==> src/rtl/sar_seq_pkg.sv <==
package sar_seq_pkg;

    // Software-visible control register layout
    localparam int CTL_W    = 8;
    localparam int FLAG_BIT = 7;

    // Position of the frame counter within a frame
    typedef struct packed {
        logic sampling;   // sampling window active
        logic resolving;  // one trial per cycle
        logic last;       // final trial of the frame
    } sar_phase_t;

    // Pack flag and channel into the control read view
    function automatic logic [CTL_W-1:0] pack_ctl(input logic flag,
                                                  input logic [CTL_W-2:0] chan_ext);
        logic [CTL_W-1:0] v;
        v = {1'b0, chan_ext};
        v[FLAG_BIT] = flag;
        return v;
    endfunction

endpackage

==> src/rtl/sar_timebase.sv <==
module sar_timebase
    import sar_seq_pkg::*;
#(
    parameter int CONV_CYC = 30,
    parameter int RES_W    = 8
) (
    input  logic                       clk,
    input  logic                       rst,
    input  logic                       restart,
    output sar_phase_t                 phase,
    output logic [$clog2(RES_W)-1:0]   bit_pos
);
    localparam int SAMP_CYC = CONV_CYC - RES_W;
    localparam int CNT_W    = $clog2(CONV_CYC);
    localparam int POS_W    = $clog2(RES_W);

    logic [CNT_W-1:0] cyc_q;
    logic             at_end;

    assign at_end = (cyc_q == CNT_W'(CONV_CYC - 1));

    always_ff @(posedge clk) begin
        if (rst || restart) begin
            cyc_q <= '0;
        end else if (at_end) begin
            cyc_q <= '0;
        end else begin
            cyc_q <= cyc_q + 1'b1;
        end
    end

    always_comb begin
        phase.sampling  = (cyc_q < CNT_W'(SAMP_CYC));
        phase.resolving = !phase.sampling;
        phase.last      = at_end;
        bit_pos = '0;
        if (phase.resolving) begin
            bit_pos = POS_W'(RES_W - 1 - (int'(cyc_q) - SAMP_CYC));
        end
    end

endmodule

==> src/rtl/sar_approx_reg.sv <==
module sar_approx_reg #(
    parameter int RES_W = 8
) (
    input  logic                       clk,
    input  logic                       rst,
    input  logic                       restart,
    input  logic                       resolving,
    input  logic                       last,
    input  logic [$clog2(RES_W)-1:0]   bit_pos,
    input  logic                       cmp,
    output logic [RES_W-1:0]           trial,
    output logic [RES_W-1:0]           final_code
);
    localparam int POS_W = $clog2(RES_W);

    logic [RES_W-1:0] bits_q;
    logic [RES_W-1:0] probe;
    logic             clr;

    assign clr = rst || restart || (resolving && last);

    // One decision flop per result bit
    for (genvar i = 0; i < RES_W; i++) begin : g_bit
        always_ff @(posedge clk) begin
            if (clr) begin
                bits_q[i] <= 1'b0;
            end else if (resolving && cmp && (bit_pos == POS_W'(i))) begin
                bits_q[i] <= 1'b1;
            end
        end
        assign probe[i] = resolving && (bit_pos == POS_W'(i));
    end

    assign trial      = resolving ? (bits_q | probe) : '0;
    assign final_code = bits_q | (cmp ? probe : '0);

endmodule

==> src/rtl/sar_ctl_regs.sv <==
module sar_ctl_regs
    import sar_seq_pkg::*;
#(
    parameter int NUM_CH = 4,
    parameter int RES_W  = 8
) (
    input  logic                        clk,
    input  logic                        rst,
    input  logic                        wr,
    input  logic [CTL_W-1:0]            wdata,
    input  logic                        done,
    input  logic [RES_W-1:0]            code,
    output logic [$clog2(NUM_CH)-1:0]   chan,
    output logic [CTL_W-1:0]            ctl_view,
    output logic [RES_W-1:0]            res_view
);
    localparam int CH_W = $clog2(NUM_CH);

    logic [CH_W-1:0]  chan_q;
    logic             flag_q;
    logic [RES_W-1:0] res_q;

    always_ff @(posedge clk) begin
        if (rst) begin
            chan_q <= '0;
            flag_q <= 1'b0;
            res_q  <= '0;
        end else if (wr) begin
            chan_q <= wdata[CH_W-1:0];
            flag_q <= 1'b0;
        end else if (done) begin
            res_q  <= code;
            flag_q <= 1'b1;
        end
    end

    assign chan     = chan_q;
    assign res_view = res_q;
    assign ctl_view = pack_ctl(flag_q, (CTL_W-1)'(chan_q));

endmodule

==> src/rtl/sar_seq_top.sv <==
module sar_seq_top
    import sar_seq_pkg::*;
#(
    parameter int NUM_CH   = 4,
    parameter int RES_W    = 8,
    parameter int CONV_CYC = 30
) (
    input  logic                        clk,
    input  logic                        rst,
    input  logic                        ctl_wr,
    input  logic [CTL_W-1:0]            ctl_wdata,
    output logic [CTL_W-1:0]            ctl_rdata,
    output logic [RES_W-1:0]            res_rdata,
    output logic [$clog2(NUM_CH)-1:0]   chan_sel,
    output logic                        sample,
    output logic [RES_W-1:0]            trial_code,
    input  logic                        cmp_in
);
    localparam int POS_W = $clog2(RES_W);

    sar_phase_t       phase;
    logic [POS_W-1:0] bit_pos;
    logic [RES_W-1:0] final_code;
    logic             conv_last;

    assign conv_last = phase.resolving && phase.last;

    sar_timebase #(.CONV_CYC(CONV_CYC), .RES_W(RES_W)) u_tb (
        .clk     (clk),
        .rst     (rst),
        .restart (ctl_wr),
        .phase   (phase),
        .bit_pos (bit_pos)
    );

    sar_approx_reg #(.RES_W(RES_W)) u_sar (
        .clk        (clk),
        .rst        (rst),
        .restart    (ctl_wr),
        .resolving  (phase.resolving),
        .last       (phase.last),
        .bit_pos    (bit_pos),
        .cmp        (cmp_in),
        .trial      (trial_code),
        .final_code (final_code)
    );

    sar_ctl_regs #(.NUM_CH(NUM_CH), .RES_W(RES_W)) u_regs (
        .clk      (clk),
        .rst      (rst),
        .wr       (ctl_wr),
        .wdata    (ctl_wdata),
        .done     (conv_last),
        .code     (final_code),
        .chan     (chan_sel),
        .ctl_view (ctl_rdata),
        .res_view (res_rdata)
    );

    assign sample = phase.sampling;

endmodule

==> config.mk <==
export PLATFORM = sky130hd
export DESIGN_NAME = sar_seq_top
export DESIGN_NICKNAME = d
export VERILOG_FILES = /design/src/rtl/sar_seq_pkg.sv /design/src/rtl/sar_timebase.sv /design/src/rtl/sar_approx_reg.sv /design/src/rtl/sar_ctl_regs.sv /design/src/rtl/sar_seq_top.sv
export SDC_FILE = /design/constraint.sdc
export NUM_CORES = 1
export LEC_CHECK = 0
export ABC_AREA = 0
export BUFFER_PORTS_ARGS = -buffer_cell sky130_fd_sc_hd__clkbuf_2
export CAP_MARGIN = 15
export CORE_MARGIN = 1
export CORE_UTILIZATION = 51
export CTS_BUF_LIST = sky130_fd_sc_hd__clkbuf_4 sky130_fd_sc_hd__clkbuf_8
export DETAILED_ROUTE_END_ITERATION = 8
export GPL_TIMING_DRIVEN = 0
export MAX_ROUTING_LAYER = met4
export PLACE_DENSITY = 0.86
export SETUP_SLACK_MARGIN = 0.1
export SLEW_MARGIN = 20
export SYNTH_ARGS = -nofsm -noshare
export SYNTH_HDL_FRONTEND = slang
export SYNTH_SLANG_ARGS = --single-unit
==> constraint.sdc <==
create_clock -name clk -period 1.8 [get_ports clk]
set_input_delay 0.36 -clock clk [delete_from_list [all_inputs] [get_ports clk]]
set_output_delay 0.36 -clock clk [all_outputs]
set_load 0.005 [all_outputs]
* Word-level counts from Yosys, hierarchy flattened
Cells that the tools add are included.
** Word-level totals
- Output and inout port bits :: 27
- Input bits :: 12
- Logic and storage cells :: 55
- Flip-flop bits (word level) :: 24
** Operators by class
- Bitwise gates (word level) :: 3
- Order comparisons :: 1
- Reductions and logical operators :: 25
- Add/sub/neg operators :: 3
- Equal/unequal tests :: 8
- Muxes and demuxes :: 3
** Operators with widths (count)
- 1-bit logical AND :: 18
- 8-bit 2-to-1 mux :: 2
- 8-bit OR :: 2
- 3-bit equality test, second input constant :: 4
- 3-bit by 2-bit equality test with 1-bit output, second input constant :: 2
- 5-bit by 1-bit adder with 5-bit output, second input constant :: 1
- 5-bit equality test, second input constant :: 1
- 5-bit < comparator, second input constant :: 1
- 2-bit OR reduction :: 2
- 3-bit by 1-bit equality test with 1-bit output, second input constant :: 1
- 3-bit zero test :: 1
- 3-bit 2-to-1 mux :: 1
- 1-bit by 3-bit subtractor with 3-bit output, first input constant :: 1
- 3-bit subtractor, second input constant :: 1
- 1-bit logical OR :: 2
- 2-bit AND reduction :: 1
- 1-bit zero test :: 1
- 1-bit NOT :: 1

* Logic depth before layout (Yosys ltp)
- Depth after elaboration :: 7
- Depth in mapped cells :: 6
- Mapped depth without buffers :: 5

* Modules after synthesis
A second synthesis with hierarchy kept.
** Second synthesis, totals
- Cells, all modules :: 130
- Area, all modules :: 1275.0 µm²
** Modules (own cells, without submodules)
- sar_ctl_regs :: area an instance 556.8 µm², cells an instance 53, times used 1, seq. area each 220.2 µm²
- sar_approx_reg :: area an instance 466.7 µm², cells an instance 49, times used 1, seq. area each 160.2 µm²
- sar_timebase :: area an instance 245.2 µm², cells an instance 27, times used 1, seq. area each 100.1 µm²
- sar_seq_top :: area an instance 6.3 µm², cells an instance 1, times used 1, seq. area each 0.0 µm²

* Worst setup path before layout
OpenSTA, ideal clock, no wires.
- Path type :: flip-flop to flip-flop
- Start point :: register u_tb.cyc_q[1]
- End point :: register u_regs.res_q[6] (netlist: u_regs.res_view[6])
- Setup time :: 0.103 ns
- Period minus slack after synthesis :: 1.615 ns
- Slack :: 0.185 ns
- Data arrival time :: 1.511 ns
- Data required time :: 1.697 ns
- Path buffers :: 0
- Cell stages (with the launch flop) :: 5
- Cells stage by stage :: dfxtp_1 ha_1 nor2b_1 a41oi_1 a2111oi_2
** Between the ends
- Longest elaborated chain between the ends :: 7
- Elaborated cells between the ends (all ways) :: 12
- Classes of those cells :: 2 x add/sub; 1 x order compare; 2 x eq/ne; 2 x mux; 1 x bitwise; 4 x reduce/logical
** RTL lines
- start, declared :: line sar_timebase.sv:17 : logic [CNT_W-1:0] cyc_q;
- start signal, assigned :: line sar_timebase.sv:28 : cyc_q <= cyc_q + 1'b1;
- 3-bit subtractor :: line sar_timebase.sv:38 : bit_pos = POS_W'(RES_W - 1 - (int'(cyc_q) - SAMP_CYC));
- 1-bit by 3-bit subtractor with 3-bit output :: line sar_timebase.sv:38
- 3-bit 2-to-1 mux :: line sar_timebase.sv:37 : if (phase.resolving) begin
- 3-bit equality test :: line sar_approx_reg.sv:31 : assign probe[i] = resolving && (bit_pos == POS_W'(i));
- 1-bit logical AND :: line sar_approx_reg.sv:31
- 8-bit 2-to-1 mux :: line sar_approx_reg.sv:35 : assign final_code = bits_q | (cmp ? probe : '0);
- 8-bit OR :: line sar_approx_reg.sv:35
- end signal, assigned :: line sar_ctl_regs.sv:32 : res_q <= code;
- end, declared :: line sar_ctl_regs.sv:21 : logic [RES_W-1:0] res_q;
Parallel ways exist; a longest one is shown, timed or not.
A chain may end at the register's enable or synchronous reset.

* Final worst setup path
- Start point :: register u_tb.cyc_q[0]
- End point :: output trial_code[3]
** Between the ends
- Longest elaborated chain between the ends :: 7
- Elaborated cells between the ends (all ways) :: 9
- Classes of those cells :: 2 x add/sub; 1 x order compare; 1 x eq/ne; 2 x mux; 1 x bitwise; 2 x reduce/logical
** RTL lines
- 3-bit subtractor :: line sar_timebase.sv:38
- 1-bit by 3-bit subtractor with 3-bit output :: line sar_timebase.sv:38
- 3-bit 2-to-1 mux :: line sar_timebase.sv:37
- 3-bit by 2-bit equality test with 1-bit output :: line sar_approx_reg.sv:31
- 1-bit logical AND :: line sar_approx_reg.sv:31
- 8-bit OR :: line sar_approx_reg.sv:34 : assign trial = resolving ? (bits_q | probe) : '0;
- 8-bit 2-to-1 mux (*) :: line sar_approx_reg.sv:34
- end, declared :: line sar_seq_top.sv:16 : output logic [RES_W-1:0] trial_code,
Mark *: on every way between the ends. The rest lies on a longest branch, timed or not.

==> impl_metrics.yaml <==
synth:
  synth_top_area_share_pct: 41.16
  synth_seq_cells: 24
  synth.area.mux_share_pct: 1.715
  synthAdderAreaFrac_pct: 3.215
  ys_seq_area_share_pct: 41.16
  yosysWarnings: 0
  ys_types: 30
  synth.area.top_cells: "dfxtp_1 (41%), nor2_1 (11%), a2111oi_2 (9.0%)"
  avgSynthCellArea_um2: 9.339
  yosys.area_share.simple_pct: 20.69
  synthXorXnorAreaFrac_pct: 2.251
  synth_top_family_by_area: "compound AO/OA/AOI/OAI gates"
  synth_compound_area_share_pct: 21.54
  syn_area_um2: 1167
  synth_area_leader_cell: "dfxtp_1"
  syn-instance-count: 125
sta:
  hold_violations: 0
  layout_setup_ws_ns: 0.01159
  clock_skew_ns: 0.008700
  fmax_ghz: 0.5592
  rsz0062_at_grt: "true"
  fin_crit_sh_pct: 99.36
  hold_slack_ns: 0.2220
  fin_crit_ns: 1.788
  maxSlewHeadroom_pct: 40.99
  setup_viol: 0
  fin_setup_tns_ns: 0
  slew_violations: 0
  worst_pin_slew_ns: 0.8851
route:
  vias_per_cell: 5.398
  remaining_drc_errors: 0
  vias: 1058
  drtIter0Drc: 14
  wl_um: 2915
  firstDrtPassIters: 5
  avgRoutedWirePerCell_um: 14.87
  ant_nets: 0
layout:
  filler_cell_count: 142
  diodes: 0
  stdcell_count: 196
  fin_area_um2: 1613
  drive_gt1_share_pct: 48.52
  nets: 185
  syn_to_final_growth_pct: 38.16
  final_common_cell: "nor2_1"
  final_core_util_pct: 78.22
  layout_common_cells: "nor2_1 (31), clkbuf_2 (23), dfxtp_1 (21)"
floorplan:
  die-height_um: 49.85
  initial_utilization_pct: 56.61
  core_um2: 2062
  dieArea_um2: 2485
  dieWidth_um: 49.85
  ios: 39
  row_count: 16
cts:
  clk_latency_ns: 0.33
  cts.reportedPaths.clkPinSlew_ns: 0.13
  cts_buffers: 3
  clockBufferDepth: 2
  cts-root-buf: "clkbuf_4"
  cts_sinks: 24
  htreeDepth: 1
  cts_tree: "yes"
worst_setup_path:
  cp-end-kind: "primary output"
  startpoint_type: "flop"
  critPathRequiredTime_ns: 1.44
  setup.worst_path.class: "flop to primary output"
  arrival_ns: 1.43
  path_max_fanout: 9
power_and_ir_drop:
  p_leak_nw: 0.6361
  ir_drop_uv: 556.1
  swShare_pct: 24.41
  power.internal_mw: 0.7112
  power_mw: 0.9408
  power_switching_mw: 0.2297
  pwr-share-seq_pct: 57.2
  pwr-share-clk_pct: 30.9
  powerDensity_nw_per_um2: 583.4
  pwr-share-comb_pct: 11.8
placement:
  gp_congestion: 0.8099
  dp_worst_setup_slack_ns: -0.1223
  dpl.cell_count: 183
  placed_area_um2: 1351
  dp_hpwl_um: 1803
  io_buffers: 27
grt:
  antenna_found_initial: 0
  grt_overflow: 0
  grt_pass1_vias: 1011
  grt_max_degree: 14
  grt_first_pass_wirelength_um: 4712
  grt_usage_pct: 25.70
flow_run:
  cap_violations: 0
outcome:
  status: "finished, final reports clean"
hold_path:
  hold_path_class: "input port to flop"
## timing repair
action | in CTS | in global routing
resized for setup | 22 | 14
setup buffers | 8 | 2
pin swaps | 7 | 6
setup endpoints to repair | 27 | 18
hold buffers | 0 | 0
## final cells by class
class | count | area [um2] | share of cell area, %
plain buffers | 12 | 90.09 | 5.586
repair buffers | 37 | 234.0 | 14.51
inverters | 3 | 18.77 | 1.164
well taps | 27 | 33.78 | 2.095
clock buffers | 4 | 36.28 | 2.250
multi-input cells | 89 | 710.7 | 44.07
flip-flops and latches | 24 | 489.2 | 30.33
## cells in the mapped netlist, drive strengths merged
| cell | n |
|---|---|
| nor3 | 1 |
| a2111oi | 8 |
| clkinv | 1 |
| nor2b | 9 |
| inv | 2 |
| ha | 3 |
| a41oi | 1 |
| xnor2 | 1 |
| nand3 | 1 |
| buf | 12 |
| mux2i | 2 |
| a31oi | 6 |
| nor2 | 33 |
| o21a | 1 |
| conb | 1 |
| or3 | 1 |
| dfxtp | 24 |
| and2b | 3 |
| and4 | 1 |
| o2111a | 1 |
| clkbuf | 1 |
| nand2 | 1 |
| xor2 | 2 |
| a21oi | 9 |
## worst max-delay path: stages (launching register included)
cell and delay [ns]:
dfxtp_2 0.37, buf_6 0.14, and2b_1 0.26, a21oi_2 0.18
nor2_1 0.05, clkbuf_2 0.10
## power groups by stage
| stage | logic (mW) | registers (mW) | clock network [mW] |
|---|---|---|---|
| floorplan | 0.0590 | 0.553 | 0 |
| global placement | 0.0767 | 0.553 | 0 |
| detailed placement | 0.0802 | 0.553 | 0 |
| CTS | 0.103 | 0.538 | 0.291 |
| global route | 0.121 | 0.539 | 0.311 |
| finish | 0.111 | 0.538 | 0.291 |
## cells by family after synthesis
logic type / Yosys count
flip-flops: 24
AND/OR/NAND/NOR: 50
XOR/XNOR: 3
AO/OA/AOI/OAI: 26
other: 1
adder cells (fa/ha/maj): 3
buffers and inverters: 16
multiplexers: 2
## layer usage
layer | track usage [%] | vias to the layer above | share of wire (%)
met2 | 45.27 | 46 | 51
met4 | 8.571 | 0 | 1.6
met3 | 5.556 | 9 | 4.6
li1 | - | 509 | -
met5 | - | - | 0
met1 | 28.44 | 494 | 42
## state kept, by name (all words and copies together), names as in the netlist
| signal | flops |
|---|---|
| u_tb.cyc_q | 5 |
| u_regs.res_view | 8 |
| u_regs.flag_q | 1 |
| u_regs.chan | 2 |
| u_sar.bits_q | 8 |
## final timing paths
check | startpoint | endpoint | slack (ns) | depth (start not counted)
hold reg to reg | u_regs.flag_q | u_regs.flag_q | 0.51 | 2
setup reg to reg | u_tb.cyc_q[1] | u_regs.res_view[6] | 0.11 | 7
setup / recovery | u_tb.cyc_q[0] | trial_code[3] | 0.01 | 5
hold / removal | rst | u_regs.res_view[0] | 0.22 | 2
Note: power is estimated with default switching activity, not from simulation.
